File: src/rtl/stereo_att_pkg.sv
package stereo_att_pkg;

    localparam int SAMPLE_W = 24;
    localparam int CODE_W   = 8;
    localparam int NUM_CH   = 2;

    typedef enum logic [0:0] {
        CH_LEFT  = 1'b0,
        CH_RIGHT = 1'b1
    } chan_e;

    typedef struct packed {
        logic                       valid;
        logic signed [SAMPLE_W-1:0] left;
        logic signed [SAMPLE_W-1:0] right;
    } stereo_frame_t;

    // Maps a step code onto its multiplier numerator: all-ones becomes 2^w.
    function automatic logic [CODE_W:0] step_to_gain(input logic [CODE_W-1:0] code);
        logic [CODE_W:0] g;
        if (code == {CODE_W{1'b1}}) g = {1'b1, {CODE_W{1'b0}}};
        else                        g = {1'b0, code};
        return g;
    endfunction

endpackage

File: src/rtl/att_gain_map.sv
module att_gain_map #(
    parameter int CODE_W = stereo_att_pkg::CODE_W,
    localparam int GAIN_W = CODE_W + 1
) (
    input  logic [CODE_W-1:0] code,
    output logic [GAIN_W-1:0] gain
);

    logic top_code;

    always_comb begin
        top_code = &code;
        if (top_code) gain = {1'b1, {CODE_W{1'b0}}};
        else          gain = {1'b0, code};
    end

endmodule

File: src/rtl/att_channel.sv
module att_channel #(
    parameter int SAMPLE_W = stereo_att_pkg::SAMPLE_W,
    parameter int CODE_W   = stereo_att_pkg::CODE_W,
    localparam int GAIN_W  = CODE_W + 1,
    localparam int PROD_W  = SAMPLE_W + CODE_W
) (
    input  logic                       clk,
    input  logic                       rst,
    input  logic                       load,
    input  logic signed [SAMPLE_W-1:0] sample,
    input  logic [CODE_W-1:0]          code,
    output logic signed [SAMPLE_W-1:0] result
);

    logic [GAIN_W-1:0]          gain;
    logic signed [PROD_W-1:0]   s_ext;
    logic signed [PROD_W-1:0]   g_ext;
    logic signed [PROD_W-1:0]   prod;
    logic signed [SAMPLE_W-1:0] scaled;
    logic [CODE_W-1:0]          frac;

    att_gain_map #(.CODE_W(CODE_W)) u_map (
        .code (code),
        .gain (gain)
    );

    // |sample| * 2^CODE_W fits in PROD_W signed bits, so the product is exact.
    assign s_ext = {{(PROD_W-SAMPLE_W){sample[SAMPLE_W-1]}}, sample};
    assign g_ext = {{(PROD_W-GAIN_W){1'b0}}, gain};
    assign prod  = s_ext * g_ext;
    // Dropping the low bits of a two's complement value floors it.
    assign {scaled, frac} = prod;

    always_ff @(posedge clk) begin
        if (rst)       result <= '0;
        else if (load) result <= scaled;
    end

    p_exact_frac_r3: assert property (@(posedge clk) disable iff (rst)
        gain[GAIN_W-1] |-> (frac == '0));

    p_unity_r3: assert property (@(posedge clk) disable iff (rst)
        (load && (&code)) |=> (result == $past(sample)));

    p_mute_r4: assert property (@(posedge clk) disable iff (rst)
        (load && (code == '0)) |=> (result == '0));

    p_sign_r8: assert property (@(posedge clk) disable iff (rst)
        (load && !sample[SAMPLE_W-1]) |=> !result[SAMPLE_W-1]);

    p_hold_r7: assert property (@(posedge clk) disable iff (rst)
        !load |=> $stable(result));

endmodule

File: src/rtl/stereo_attenuator.sv
module stereo_attenuator
    import stereo_att_pkg::*;
#(
    parameter int SW = stereo_att_pkg::SAMPLE_W,
    parameter int CW = stereo_att_pkg::CODE_W
) (
    input  logic                 clk,
    input  logic                 rst,
    input  logic                 in_valid,
    input  logic signed [SW-1:0] in_left,
    input  logic signed [SW-1:0] in_right,
    input  logic [CW-1:0]        att_left,
    input  logic [CW-1:0]        att_right,
    output logic                 out_valid,
    output logic signed [SW-1:0] out_left,
    output logic signed [SW-1:0] out_right
);

    logic signed [SW-1:0] ch_sample [NUM_CH];
    logic [CW-1:0]        ch_code   [NUM_CH];
    logic signed [SW-1:0] ch_result [NUM_CH];
    logic                 valid_q;

    assign ch_sample[CH_LEFT]  = in_left;
    assign ch_sample[CH_RIGHT] = in_right;
    assign ch_code[CH_LEFT]    = att_left;
    assign ch_code[CH_RIGHT]   = att_right;

    // Both sides load on the same strobe, so a pair always sees one code snapshot.
    for (genvar ch = 0; ch < NUM_CH; ch++) begin : g_ch
        att_channel #(.SAMPLE_W(SW), .CODE_W(CW)) u_chan (
            .clk    (clk),
            .rst    (rst),
            .load   (in_valid),
            .sample (ch_sample[ch]),
            .code   (ch_code[ch]),
            .result (ch_result[ch])
        );
    end

    always_ff @(posedge clk) begin
        if (rst) valid_q <= 1'b0;
        else     valid_q <= in_valid;
    end

    assign out_valid = valid_q;
    assign out_left  = ch_result[CH_LEFT];
    assign out_right = ch_result[CH_RIGHT];

    p_valid_rise_r2: assert property (@(posedge clk) disable iff (rst)
        in_valid |=> out_valid);

    p_valid_fall_r2: assert property (@(posedge clk) disable iff (rst)
        !in_valid |=> !out_valid);

    p_pair_hold_r7: assert property (@(posedge clk) disable iff (rst)
        !in_valid |=> ($stable(out_left) && $stable(out_right)));

    p_reset_r1: assert property (@(posedge clk)
        rst |=> (!out_valid && out_left == '0 && out_right == '0));

endmodule

File: config.mk
export PLATFORM = sky130hd
export DESIGN_NAME = stereo_attenuator
export DESIGN_NICKNAME = d
export VERILOG_FILES = /design/src/rtl/stereo_att_pkg.sv /design/src/rtl/att_gain_map.sv /design/src/rtl/att_channel.sv /design/src/rtl/stereo_attenuator.sv
export SDC_FILE = /design/constraint.sdc
export NUM_CORES = 1
export LEC_CHECK = 0
export BUFFER_PORTS_ARGS = -buffer_cell sky130_fd_sc_hd__buf_2
export CAP_MARGIN = 30
export CORE_MARGIN = 2
export CORE_UTILIZATION = 55
export DETAILED_ROUTE_END_ITERATION = 10
export PLACE_DENSITY_LB_ADDON = 0.3
export SLEW_MARGIN = 20
export SYNTH_ARGS = -nofsm -noshare
export SYNTH_HDL_FRONTEND = slang
export SYNTH_SLANG_ARGS = --single-unit
File: constraint.sdc
create_clock -name clk -period 8.1 [get_ports clk]
set_input_delay 1.62 -clock clk [delete_from_list [all_inputs] [get_ports clk]]
set_output_delay 1.62 -clock clk [all_outputs]
set_load 0.005 [all_outputs]
After elaboration in Yosys (flattened, before gate mapping)

Index checks and enable logic that the tools add are counted.

Multipliers: 2
Multiplexer cells: 2
Reductions and logical operators: 2

Operator list:

| operator                                       | count |
|---|---|
| 24-bit by 10-bit multiplier with 32-bit output | 2 |
| 9-bit 2-to-1 mux                               | 2 |
| 8-bit AND reduction                            | 2 |

Flip-flop bits (word level): 49
Input port bits: 67
Output and inout bits: 49
Logic and storage cells: 9

Longest topological paths before layout

Gate-level depths: netlist (run 1).

Word-level depth: 3
Gate-level depth with buffers: 27
Gate-level depth less buffers: 25

Cells and area by module

A second synthesis (run 1) with hierarchy kept.

Cells, all modules: 1813
Area total of the unflattened synthesis: 16042.9 um^2

Modules (own cells, without submodules):

| module                       | times used | cells an instance | area an instance (um^2) | sequential area each (um^2) |
|---|---|---|---|---|
| att_channel (g_ch[1].u_chan) | 1          | 899               | 7942.6                  | 480.5 |
| att_channel (g_ch[0].u_chan) | 1          | 884               | 7793.7                  | 480.5 |
| att_gain_map                 | 2          | 14                | 136.4                   | 0.0 |
| stereo_attenuator            | 1          | 2                 | 33.8                    | 20.0 |

Worst setup path after synthesis (run 1)

No wires, ideal clock.

Kind: input to register
Start: input port att_right[7]
End: register g_ch[1].u_chan.result[17]
Library setup time: 126 ps
Arrival: 7461 ps
Data required time: 7974 ps
Setup slack: 513 ps
Cell stages on the path: 26
Path buffers: 3
Path through: nand4_1 > or3_1 > buf_2 > clkbuf_1 > and2_1 > clkbuf_1 > nand2_1 > fa_1 > fa_1 > inv_1 > fa_1 > fa_1 > inv_1 > fa_1 > inv_1 > ha_1 > a211oi_1 > a211oi_1 > a2111oi_0 > o21ai_2 > a31oi_4 > o21ai_2 > a31o_1 > a21oi_2 > xor2_1 > o21ai_1

Cells in the longest elaborated chain, start to end: 3

RTL lines:

| item                                               | RTL line                | text |
|---|---|---|
| start: declaration                                 | stereo_attenuator.sv:13 | `input logic [CW-1:0] att_right,` |
| 8-bit AND reduction                                | att_gain_map.sv:12      | `top_code = &code;` |
| 9-bit 2-to-1 mux (*)                               | att_gain_map.sv:13      | `if (top_code) gain = {1'b1, {CODE_W{1'b0}}};` |
| 24-bit by 10-bit multiplier with 32-bit output (*) | att_channel.sv:30       | `assign prod = s_ext * g_ext;` |
| end signal: assignment                             | att_channel.sv:36       | `else if (load) result <= scaled;` |
| end: declaration                                   | att_channel.sv:12       | `output logic signed [SAMPLE_W-1:0] result` |

Mark *: on every way between the ends. The rest lies on a longest branch, timed or not.
A chain may end at the register's enable or synchronous reset.

Worst setup path in the final report (run 1)

Same ends and word-level chain as after synthesis.

==> results.md, run 1 <==
- Avg Cell Area, Syn: 8.767 µm²
- Worst R2R Start: g_ch[0].u_chan.result[13]
- Area delta synth->final: 7.543%
- Top post-synthesis cells by area: fa_1, ha_1, inv_1
- Cts-stage hold buffer count: 0
- Die Y: 172.8 µm
- Setup crit end kind: register
- Share of synthesized registers carrying an async set or reset: 0%
- WS Path Type: in -> reg
- Reg area: a little under 1000 µm²
- Core Box Area: 27930 µm²
- CP max FO: 19
- Post_cts resized: 0
- Worst VDD drop: 292.1 µV
- GRT Util Overall: between 20% and 30%
- Mapped Nets: roughly 2300
- Post-synthesis sequential area ratio: 6.257%
- RSZ-0062 raised after global routing: false
- Netlist Area Pre-Place: 15680 µm²
- Power density over the cells: 302.9 nW/µm²
- Largest net degree at the start of global routing: 46
- Fin crit period: 7.685 ns
- Yosys warns: 0
- Status: finished, final reports clean
- Cell taking the most area after synthesis: fa_1
- Post-synth EDFFs: 0
- Die area: approximately 30000 µm²
- Mux contribution to synthesized area: 0.8939%
- Num ports: roughly 120
- Layout cells sized above 1: 10.12%
- First-pass GRT wire length: 65110 µm
- Most Crowded Layer GR: met2
- FP Rows: between 60 and 70
- Grt met3 use: 4.683%
- CTS Buf Count: 5
- Post-route cell area: 16860 µm²
- Global route overflow: 0
- Netlist cell types: 60
- Syn Inst Count: 1788
- Top_reg_cell synth: dfxtp_1
- Post-CTS Setup Bufs: 0
- Placer congestion estimate: 0.9150
- P_leak: 9.424 nW
- Critical path origin: att_right[7]
- Final Hold Viols: 0
- R2R setup slack: 7.20 ns
- Buffers on Ports: 115
- DRT Pass-1 Iters: 5
- Max Clock Skew: 0 ns
- Hold slack: 0.4565 ns
- CTS root buffer: clkbuf_16
- Adder-cell share of the synthesized area: a little over half
- Worst-Skew Late Latency: roughly 0.29 ns
- Initial DRC count: 819
- Die X: 172.8 µm
- Fill cell count: between 2000 and 2500
- Count leader, synth: inv_1
- Initial Util: 56.12%
- Area of the multi-input gates: 12930 µm²
- Simple-gate share of the synthesized area: 18.33%
- Startpoint types: input port
- Tcrit/Tclk final: between 90% and 100%
- Vias per cell: 5.484
- Setup TNS: 0 ns
- XOR/XNOR Fraction of Synth Area: 3.352%
- Synth top cells by count: inv_1, fa_1, nand2_1
- Max-slew headroom: 51.23%
- Wire length per cell: ~17 µm
- Req. time, crit path: between 8 and 9 ns
- CTS tree: done
- Depth of the CTS H-tree: 2
- Yosys reg bits: 49
- Ant. Diodes: 0
- Maxcap violations: 0
- Hold path start: g_ch[1].u_chan.result[23]
- Fin nets: around 2400
- Worst-path clk slew: 0.07 ns
- Least-Margin Pin Slew: 0.7316 ns
- Setup-failing EPs final: 0
- DRC: 0
- Placed cell area: 16700 µm²
- Combinational family with the most area after synthesis: adder cells
- Vias in the first global route: around 13000
- Sink Count: 49
- Via count: 12260
- Antenna Nets Post-Route: 0
- Met2 usage: between 40 and 50%
- Final WL: 37740 µm
- Final Slew Violations: 0
- Clk buf depth: 2
- GRT met1 Usage: 37.46%
- WP data arrival: just under 8 ns
- Initial antenna violation count: 0
- Post-DP HPWL: 31460 µm
- Core Util, Final: approximately three fifths
- Area share of the largest cell type after synthesis: 43.42%
- Fmax: 0.1301 GHz
- Synth Area in Compound Gates: under 10%
- Tightest Hold Check Type: reg -> reg
-- cell families (layout without fill, tap and decap cells) --
| group | count (synthesis) | after routing |
|---|---|---|
| DFF | 49 | 49 |
| AOI/OAI and AO/OA | 141 | 141 |
| and+or+nand+nor | 580 | 580 |
| buffers and inverters | 472 | 542 |
| xor gates and xnor gates | 60 | 60 |
| adders and majority gates | 472 | 472 |
| muxes | 14 | 14 |
-- where the power goes --
part | internal [mW] | leakage, nW | switching [mW]
Clock | 0.131 | 0.0799 | 0.0935
Combinational | 1.95 | 8.94 | 2.55
Sequential | 0.327 | 0.405 | 0.0522
Total | 2.41 | 9.42 | 2.69
-- per-layer routing --
metal  vias up  wire length (µm)  part of all wire [%]
li1       5591                 -                     -
met1      6211             16480                    44
met2       374             17570                    47
met3        87              2468                   6.5
met4         0              1229                   3.3
met5         -                 0                     0
-- worst paths after layout --
kind,end,depth (start not counted)
worst min-delay path,g_ch[1].u_chan.result[23],2
worst min register to register,g_ch[1].u_chan.result[23],2
worst max register to register,g_ch[0].u_chan.result[13],2
worst max-delay path,g_ch[1].u_chan.result[17],25
-- cells in the final DEF, fill, tap and decap left out, types with 5 or more instances in the layout --
cell / synthesis / final
a21o_1: 14 / 14
and2_1: 55 / 54
xor2_1: 23 / 23
inv_1: 377 / 377
a211oi_1: 7 / 7
buf_2: 2 / 115
buf_4: 0 / 41
o21ai_0: 27 / 27
fa_1: 340 / 340
o21ai_1: 14 / 14
and3_1: 161 / 161
a21oi_1: 40 / 40
dfxtp_1: 49 / 49
mux2i_1: 14 / 14
nand3_1: 10 / 10
nor3_1: 8 / 8
ha_1: 132 / 132
xnor2_1: 37 / 37
nor2b_1: 5 / 5
nor2_1: 36 / 35
nand2_1: 271 / 271
nand4_1: 7 / 7
clkbuf_16: 0 / 5
-- flip-flops by register name, indices dropped and copies added, names as in the netlist --
signal	cells
g_ch.u_chan.result	48
out_valid	1
-- through the flow --
stage                     power [mW]  instances  setup WS [ns]
after floorplan                3.816       1788         0.5128
after global placement         4.769       2228         0.1944
after detailed placement       4.872       2228        0.07751
after CTS                      5.134       2236         0.3860
after global routing           5.796       2236        0.02329
final                          5.106       2236         0.4154
-- final cells by class --
cell class                 instances  area share (%)
multi-input combinational       1267           76.69
clock inverter                     1         0.02969
timing repair buffer             157           5.358
clock buffer                       7          0.9054
inverter                         377           8.394
tap                              378           2.805
sequential                        49           5.819
-- worst max-delay path: stages --
cell       delay [ns]
buf_2            0.12
nand4_1          0.11
or3_2            0.61
buf_4            0.23
and2_1           0.18
nand2_1          0.10
fa_1             0.42
fa_1             0.54
inv_1            0.05
fa_1             0.44
fa_1             0.50
inv_1            0.05
fa_1             0.47
inv_1            0.04
ha_1             0.28
a211oi_1         0.32
a211oi_1         0.14
a2111oi_1        0.40
o21ai_2          0.16
a31oi_4          0.24
o21ai_2          0.13
a31o_1           0.27
a21oi_2          0.17
xor2_1           0.16
o21ai_1          0.07
No activity file was read; power rests on OpenSTA's default activity.
==> inputs of run 2 (changes only) <==
--- a/config.mk
+++ b/config.mk
@@ -7,8 +7,10 @@
 export LEC_CHECK = 0
 export BUFFER_PORTS_ARGS = -buffer_cell sky130_fd_sc_hd__buf_2
 export CAP_MARGIN = 30
+export CELL_PAD_IN_SITES_DETAIL_PLACEMENT = 2
+export CELL_PAD_IN_SITES_GLOBAL_PLACEMENT = 2
 export CORE_MARGIN = 2
-export CORE_UTILIZATION = 55
+export CORE_UTILIZATION = 40
 export DETAILED_ROUTE_END_ITERATION = 10
 export PLACE_DENSITY_LB_ADDON = 0.3
 export SLEW_MARGIN = 20
==> run 2 against run 1 <==
  * Non-clock buffer count rose by 4
  * Cell area rose by 1.6%
  * Via count rose by 2.5%
  * Die area rose by 37%
  * Combinational power rose by 11%
  * Critical path type unchanged
==> results.md, run 2 (same netlist as run 1, synthesis figures left out) <==
- Top Family by Delay on Critical Path: adder cells
- Power density over the cells: 327.2 nW/µm² (+8.0%)
- Final Hold Viols: 0 (unchanged)
- Worst-path clk slew: 0.07 ns (about the same)
- FP Rows: 72 (+18%)
- Initial DRC count: 493 (-40%)
- Die X: 202.0 µm (+17%)
- WS Path Type: in -> reg
- Status: finished, final reports clean
- Buffers & Inverters on Critical Path: 5 (unchanged)
- Layout cells sized above 1: 10.96% (+0.84 points)
- CTS Buf Count: 5 (unchanged)
- Hold Path Sink: g_ch[1].u_chan.result[23]
- Worst VDD drop: 212.1 µV (-27%)
- Reg power frac: 6.9% (-0.5 points)
- Setup-failing EPs final: 0 (unchanged)
- Final Slew Violations: 0 (unchanged)
- Depth of the CTS H-tree: 2 (unchanged)
- Worst R2R Start: g_ch[0].u_chan.result[13]
- Antenna Nets Post-Route: 0 (unchanged)
- DRT Pass-1 Iters: 5 (unchanged)
- Fmax: 0.1272 GHz (-2.2%)
- Max Clock Skew: 0 ns (unchanged)
- Ant. Diodes: 0 (unchanged)
- Hold Path Depth: 2 (unchanged)
- Worst-Skew Late Latency: 0.30 ns (about the same)
- Wire length per cell: 21.80 µm (+29%)
- Internal Power: 2.519 mW (+4.4%)
- Tightest Hold Check Type: reg -> reg
- Clock share of power: 3.9% (-0.5 points)
- RSZ-0062 raised after global routing: false
- Least-Margin Pin Slew: 0.8878 ns (+0.1562 ns)
- DRC: 0 (unchanged)
- Area delta synth->final: 9.211%
- Crit-path max cell delay: 0.52 ns (-0.09 ns)
- FF-to-FF path depth: 2 (unchanged)
- Req. time, crit path: 8.28 ns (about the same)
- Maxcap violations: 0 (unchanged)
- Tcrit/Tclk final: 97.02% (+2.2 points)
- Buffers on Ports: 115 (unchanged)
- Startpoint types: input port
- Hold path start: g_ch[1].u_chan.result[23]
- Largest net degree at the start of global routing: 56 (+22%)
- Fin crit period: 7.859 ns (+0.1744 ns)
- P_leak: 9.453 nW (+0.30%)
- CTS tree: done
- R2R setup slack: 7.19 ns (about the same)
- Top cell by count, worst path: fa_1
- Most common cell after layout, fill and taps aside: inv_1
- CP max FO: 22 (+3)
- Num ports: 116 (unchanged)
- Largest register FFs: 48 (unchanged)
- Switching Share: 55.03% (+2.3 points)
- Logic gate share of total power: 89.2% (+1.0 points)
- Cell total after placement: 2369 (+6.3%)
- Vias per cell: 5.279 (-3.7%)
- Largest Register: g_ch.u_chan.result
- Placed cell area: 16880 µm² (+1.1%)
- Fin nets: 2400 (+0.17%)
- First-pass GRT wire length: 84680 µm (+30%)
- WP data arrival: 8.04 ns (+0.18 ns)
- Initial Util: 40.56% (-16 points)
- CP max-delay cell: fa_1
- Initial antenna violation count: 1 (+1)
- Sink Count: 49 (unchanged)
- Fin cells: 2380 (+6.4%)
- Global route overflow: 0 (unchanged)
- Worst R2R End: g_ch[0].u_chan.result[13]
- Via count: 12560 (+2.5%)
- Die area: 40790 µm² (+37%)
- Net switching power: 3.083 mW (+14%)
- Clk buf depth: 2 (unchanged)
- CTS root buffer: clkbuf_16
- Post-route cell area: 17120 µm² (+1.6%)
- Core Util, Final: 44.30% (-16 points)
- Vias in the first global route: 15300 (+16%)
- Placer congestion estimate: 0.8007 (-12%)
- Most frequent cells in the layout: inv_1, fa_1, nand2_1
- Final WL: 51890 µm (+37%)
- Post-DP HPWL: 42380 µm (+35%)
- Setup crit end kind: register
- Core Box Area: 38650 µm² (+38%)
- Max-slew headroom: 40.82% (-10 points)
- GRT Util Overall: 26.65% (-0.094 points)
- Die Y: 202.0 µm (+17%)
## run 2: timing repair
action | 4_1_cts | 5_1_grt
setup endpoints to repair | 2 | 18
resized for setup | 6 | 15
pin swaps | 0 | 5
hold buffers | 0 | 0
buffers inserted | 0 | 3
## run 2: tightest hold or removal path: stages (launching register included)
cell,delay [ns]
dfxtp_1,0.32
nand2_1,0.05
o21ai_1,0.05
## run 2: final cells by class
class,instances,area (µm²)
fillers,4290,21530
multi-input cells,1267,12990
inverters,377,1415
flip-flops and latches,49,980.9
repair buffers,161,937.1
well taps,518,648.1
clock buffers,5,125.1
clock inverters,3,21.27
## run 2: worst max path at each step
stage	start	end	slack (ns)	depth (start not counted)
final	att_left[1]	g_ch[0].u_chan.result[23]	0.24	25
after global routing	att_right[7]	g_ch[1].u_chan.result[19]	0.009	23
after CTS	att_left[3]	g_ch[0].u_chan.result[23]	0.03	25
after detailed placement	att_left[1]	g_ch[0].u_chan.result[23]	-0.50	23
after global placement	att_left[1]	g_ch[0].u_chan.result[23]	-0.33	24
after floorplan	att_right[7]	g_ch[1].u_chan.result[17]	0.51	26
## run 2: power groups by stage
stage / Combinational, mW / Sequential, mW / Clock (mW)
6_report: 5.00 / 0.384 / 0.219
5_1_grt: 5.69 / 0.391 / 0.230
4_1_cts: 4.97 / 0.384 / 0.223
3_5_place_dp: 4.85 / 0.386 / 0
3_3_place_gp: 4.58 / 0.385 / 0
2_1_floorplan: 3.45 / 0.371 / 0
## run 2: routing by layer
layer	global-route usage, %	up-vias	wire length, µm
met1	34.13	6643	21920
met3	3.225	76	1854
met5	0	-	0
met4	6.801	0	1239
li1	-	5602	-
met2	47.68	243	26880
## run 2: stage by stage
step	setup slack, ns	TNS (ns)	hold WS (ns)	total power [mW]
after global routing	0.008770	0	0.4823	6.311
after CTS	0.02597	0	0.4593	5.579
after global placement	-0.3323	-0.7004	0.4338	4.966
final	0.2410	0	0.4594	5.602
after detailed placement	-0.4968	-3.386	0.4427	5.241
after floorplan	0.5128	0	0.4419	3.816
==> inputs of run 3 (changes only) <==
--- a/config.mk
+++ b/config.mk
@@ -10,10 +10,11 @@
 export CELL_PAD_IN_SITES_DETAIL_PLACEMENT = 2
 export CELL_PAD_IN_SITES_GLOBAL_PLACEMENT = 2
 export CORE_MARGIN = 2
-export CORE_UTILIZATION = 40
+export CORE_UTILIZATION = 30
 export DETAILED_ROUTE_END_ITERATION = 10
 export PLACE_DENSITY_LB_ADDON = 0.3
 export SLEW_MARGIN = 20
 export SYNTH_ARGS = -nofsm -noshare
 export SYNTH_HDL_FRONTEND = slang
+export SYNTH_HIERARCHICAL = 1
 export SYNTH_SLANG_ARGS = --single-unit
==> run 3 against run 2 <==
  * First-iteration DRC count decreased by 37%
  * Total power decreased by 3.8%
  * Highest routed layer unchanged
  * Critical endpoint is now g_ch[0].u_chan/result[16]
  * Combinational power decreased by 5.0%
  * Largest power group unchanged
==> results.md, run 3 <==
- CP max FO: 24 (+9.1%)
- Buffers on Ports: 115 (unchanged)
- Layout cells sized above 1: 10.18% (-0.78 points)
- Fmax: 0.1348 GHz (+5.9%)
- Antenna Nets Post-Route: 0 (unchanged)
- Tcrit/Tclk final: 91.60% (-5.4 points)
- Core Box Area: 52760 µm² (+37%)
- GRT Util Overall: 17.95% (-8.7 points)
- Initial antenna violation count: 0 (-1)
- Post-CTS Setup Bufs: 0 (unchanged)
- Clk buf depth: 2 (unchanged)
- CP max-delay cell: fa_1
- Largest Register: g_ch.u_chan/result
- Yosys reg bits: 49 (unchanged)
- Total Power: 5.391 mW (-3.8%)
- Vias in the first global route: 14470 (-5.4%)
- Vias per cell: 4.734 (-10%)
- Top post-synthesis cells by area: fa_1, ha_1, inv_1
- Max Clock Skew: 0 ns (unchanged)
- Largest register FFs: 48 (unchanged)
- GRT met1 Usage: 23.54% (-11 points)
- Status: finished, final reports clean
- Fin crit period: 7.419 ns (-0.4397 ns)
- Initial Util: 30.41% (-10 points)
- Ant. Diodes: 0 (unchanged)
- Worst-Skew Late Latency: 0.30 ns (about the same)
- DRT Pass-1 Iters: 4 (-1)
- Via count: 12280 (-2.3%)
- Core Util, Final: 33.45% (-11 points)
- DRC: 0 (unchanged)
- P_leak: 9.113 nW (-3.6%)
- Global route overflow: 0 (unchanged)
- Sink Count: 49 (unchanged)
- Yosys warns: 6 (+6)
- FP Rows: 84 (+17%)
- Least-Margin Pin Slew: 0.8196 ns (-0.06812 ns)
- Power density over the cells: 305.5 nW/µm² (-6.6%)
- Top cell by count, worst path: fa_1
- WP data arrival: 7.61 ns (-0.43 ns)
- Setup-failing EPs final: 0 (unchanged)
- Setup crit end kind: register
- Top_reg_cell synth: dfxtp_1
- Largest net degree at the start of global routing: 29 (-48%)
- Placer congestion estimate: 0.8048 (+0.51%)
- Post_cts resized: 0 (-6)
- Placed cell area: 17470 µm² (+3.5%)
- CTS Buf Count: 5 (unchanged)
- Req. time, crit path: 8.29 ns (about the same)
- CP Cell Sequence: buf_2 -> and4_1 -> a21boi_1 -> buf_4 -> and2_1 -> fa_1 -> fa_1 -> fa_1 -> fa_1 -> inv_1 -> fa_1 -> inv_1 -> ha_1 -> o21ai_0 -> nand2b_1 -> a41oi_1 -> or2b_1 -> o21ai_0 -> a21oi_1 -> or3_1 -> a32o_1
- Most Crowded Layer GR: met2
- Wire length per cell: 18.49 µm (-15%)
- Post-synth EDFFs: 0 (unchanged)
- Worst VDD drop: 141.3 µV (-33%)
- Initial DRC count: 312 (-37%)
- Num ports: 116 (unchanged)
- Most frequent cells in the layout: inv_1, fa_1, nand2_1
- Area share of the largest cell type after synthesis: 42.43% (-0.99 points)
- CTS root buffer: clkbuf_16
- Final Hold Viols: 0 (unchanged)
- RSZ-0062 raised after global routing: false
- Depth of the CTS H-tree: 2 (unchanged)
- Hold slack: 0.4570 ns (-0.002414 ns)
- Met2 usage: 33.10% (-15 points)
- Count leader, synth: inv_1
- Most common cell after layout, fill and taps aside: inv_1
- Post-synthesis sequential area ratio: 6.114% (-0.14 points)
- Worst-path clk slew: 0.07 ns (about the same)
- Avg Cell Area, Syn: 8.849 µm² (+0.93%)
- Die area: 55340 µm² (+36%)
- Netlist cell types: 72 (+20%)
- Synth top cells by count: inv_1, fa_1, nand2_1
- Maxcap violations: 0 (unchanged)
- Cts-stage hold buffer count: 0 (unchanged)
- First-pass GRT wire length: 79810 µm (-5.7%)
- Share of synthesized registers carrying an async set or reset: 0% (unchanged)
- Die X: 235.3 µm (+16%)
- WS Path Type: in -> reg
- Die Y: 235.3 µm (+16%)
- Grt met3 use: 0.6801% (-2.5 points)
- Cell taking the most area after synthesis: fa_1
- Netlist Area Pre-Place: 16040 µm² (+2.3%)
- Mapped Nets: 2352 (+1.1%)
- Tightest Hold Check Type: reg -> reg
- Final WL: 47960 µm (-7.6%)
- Post-DP HPWL: 41390 µm (-2.3%)
- Post-route cell area: 17650 µm² (+3.1%)
- Startpoint types: input port
- Final Slew Violations: 0 (unchanged)
- Fin nets: 2444 (+1.8%)
- CTS tree: done
- Setup TNS: 0 ns (unchanged)
- Area delta synth->final: 9.998%
- Max-slew headroom: 45.04% (+4.2 points)
- Crit-path max cell delay: 0.57 ns (+0.05 ns)
- Syn Inst Count: 1813 (+1.4%)
## run 3: cells by family after synthesis
kind of cell,share of synthesized area [%]
buf+inv,10.72
fa+ha+maj,52.72
simple gates,19.41
mux,0.4368
xor+xnor,2.184
compound gates,8.415
flops,6.114
## run 3: path summary, 6_finish.rpt
kind,cells past startpoint,startpoint,slack [ns],to
max,21,att_left[5],0.68,g_ch[0].u_chan/result[16]
min,2,g_ch[1].u_chan/result[6],0.46,g_ch[1].u_chan/result[6]
max reg2reg,3,g_ch[1].u_chan/result[20],7.23,g_ch[1].u_chan/result[20]
min reg2reg,2,g_ch[1].u_chan/result[6],0.46,g_ch[1].u_chan/result[6]
## run 3: final cells by class
| class | count | area [µm²] |
|---|---|---|
| clock inverters | 2 | 37.54 |
| well taps | 688 | 860.8 |
| flip-flops and latches | 49 | 980.9 |
| repair buffers | 151 | 849.6 |
| clock buffers | 6 | 138.9 |
| inverters | 382 | 1434 |
| fillers | 6002 | 35110 |
| multi-input cells | 1316 | 13350 |
## run 3: where the power goes
| group | switching (mW) | leakage, nW | internal, mW | total [mW] |
|---|---|---|---|---|
| clock network | 0.102 | 0.0831 | 0.154 | 0.256 |
| logic | 2.75 | 8.63 | 2.00 | 4.75 |
| registers | 0.0588 | 0.405 | 0.328 | 0.387 |
## run 3: stage by stage
stage	instances	setup WS (ns)
floorplan	1813	0.7679
global route	2594	0.2570
global placement	2584	0.4368
detailed placement	2586	0.3063
CTS	2594	0.6184
finish	2594	0.6807
## run 3: layer usage
| metal | vias to the layer above | wire (µm) |
|---|---|---|
| met2 | 136 | 24640 |
| met5 | - | 0 |
| met3 | 27 | 827 |
| met1 | 6409 | 21840 |
| met4 | 0 | 647 |
| li1 | 5707 | - |
## run 3: critical path: cells and delay by family
family / cells / cell delay, ns
AOI/OAI and AO/OA: 6 / 1.24
adders and majority gates: 6 / 2.90
and+or+nand+nor: 5 / 1.40
buffers and inverters: 4 / 0.44
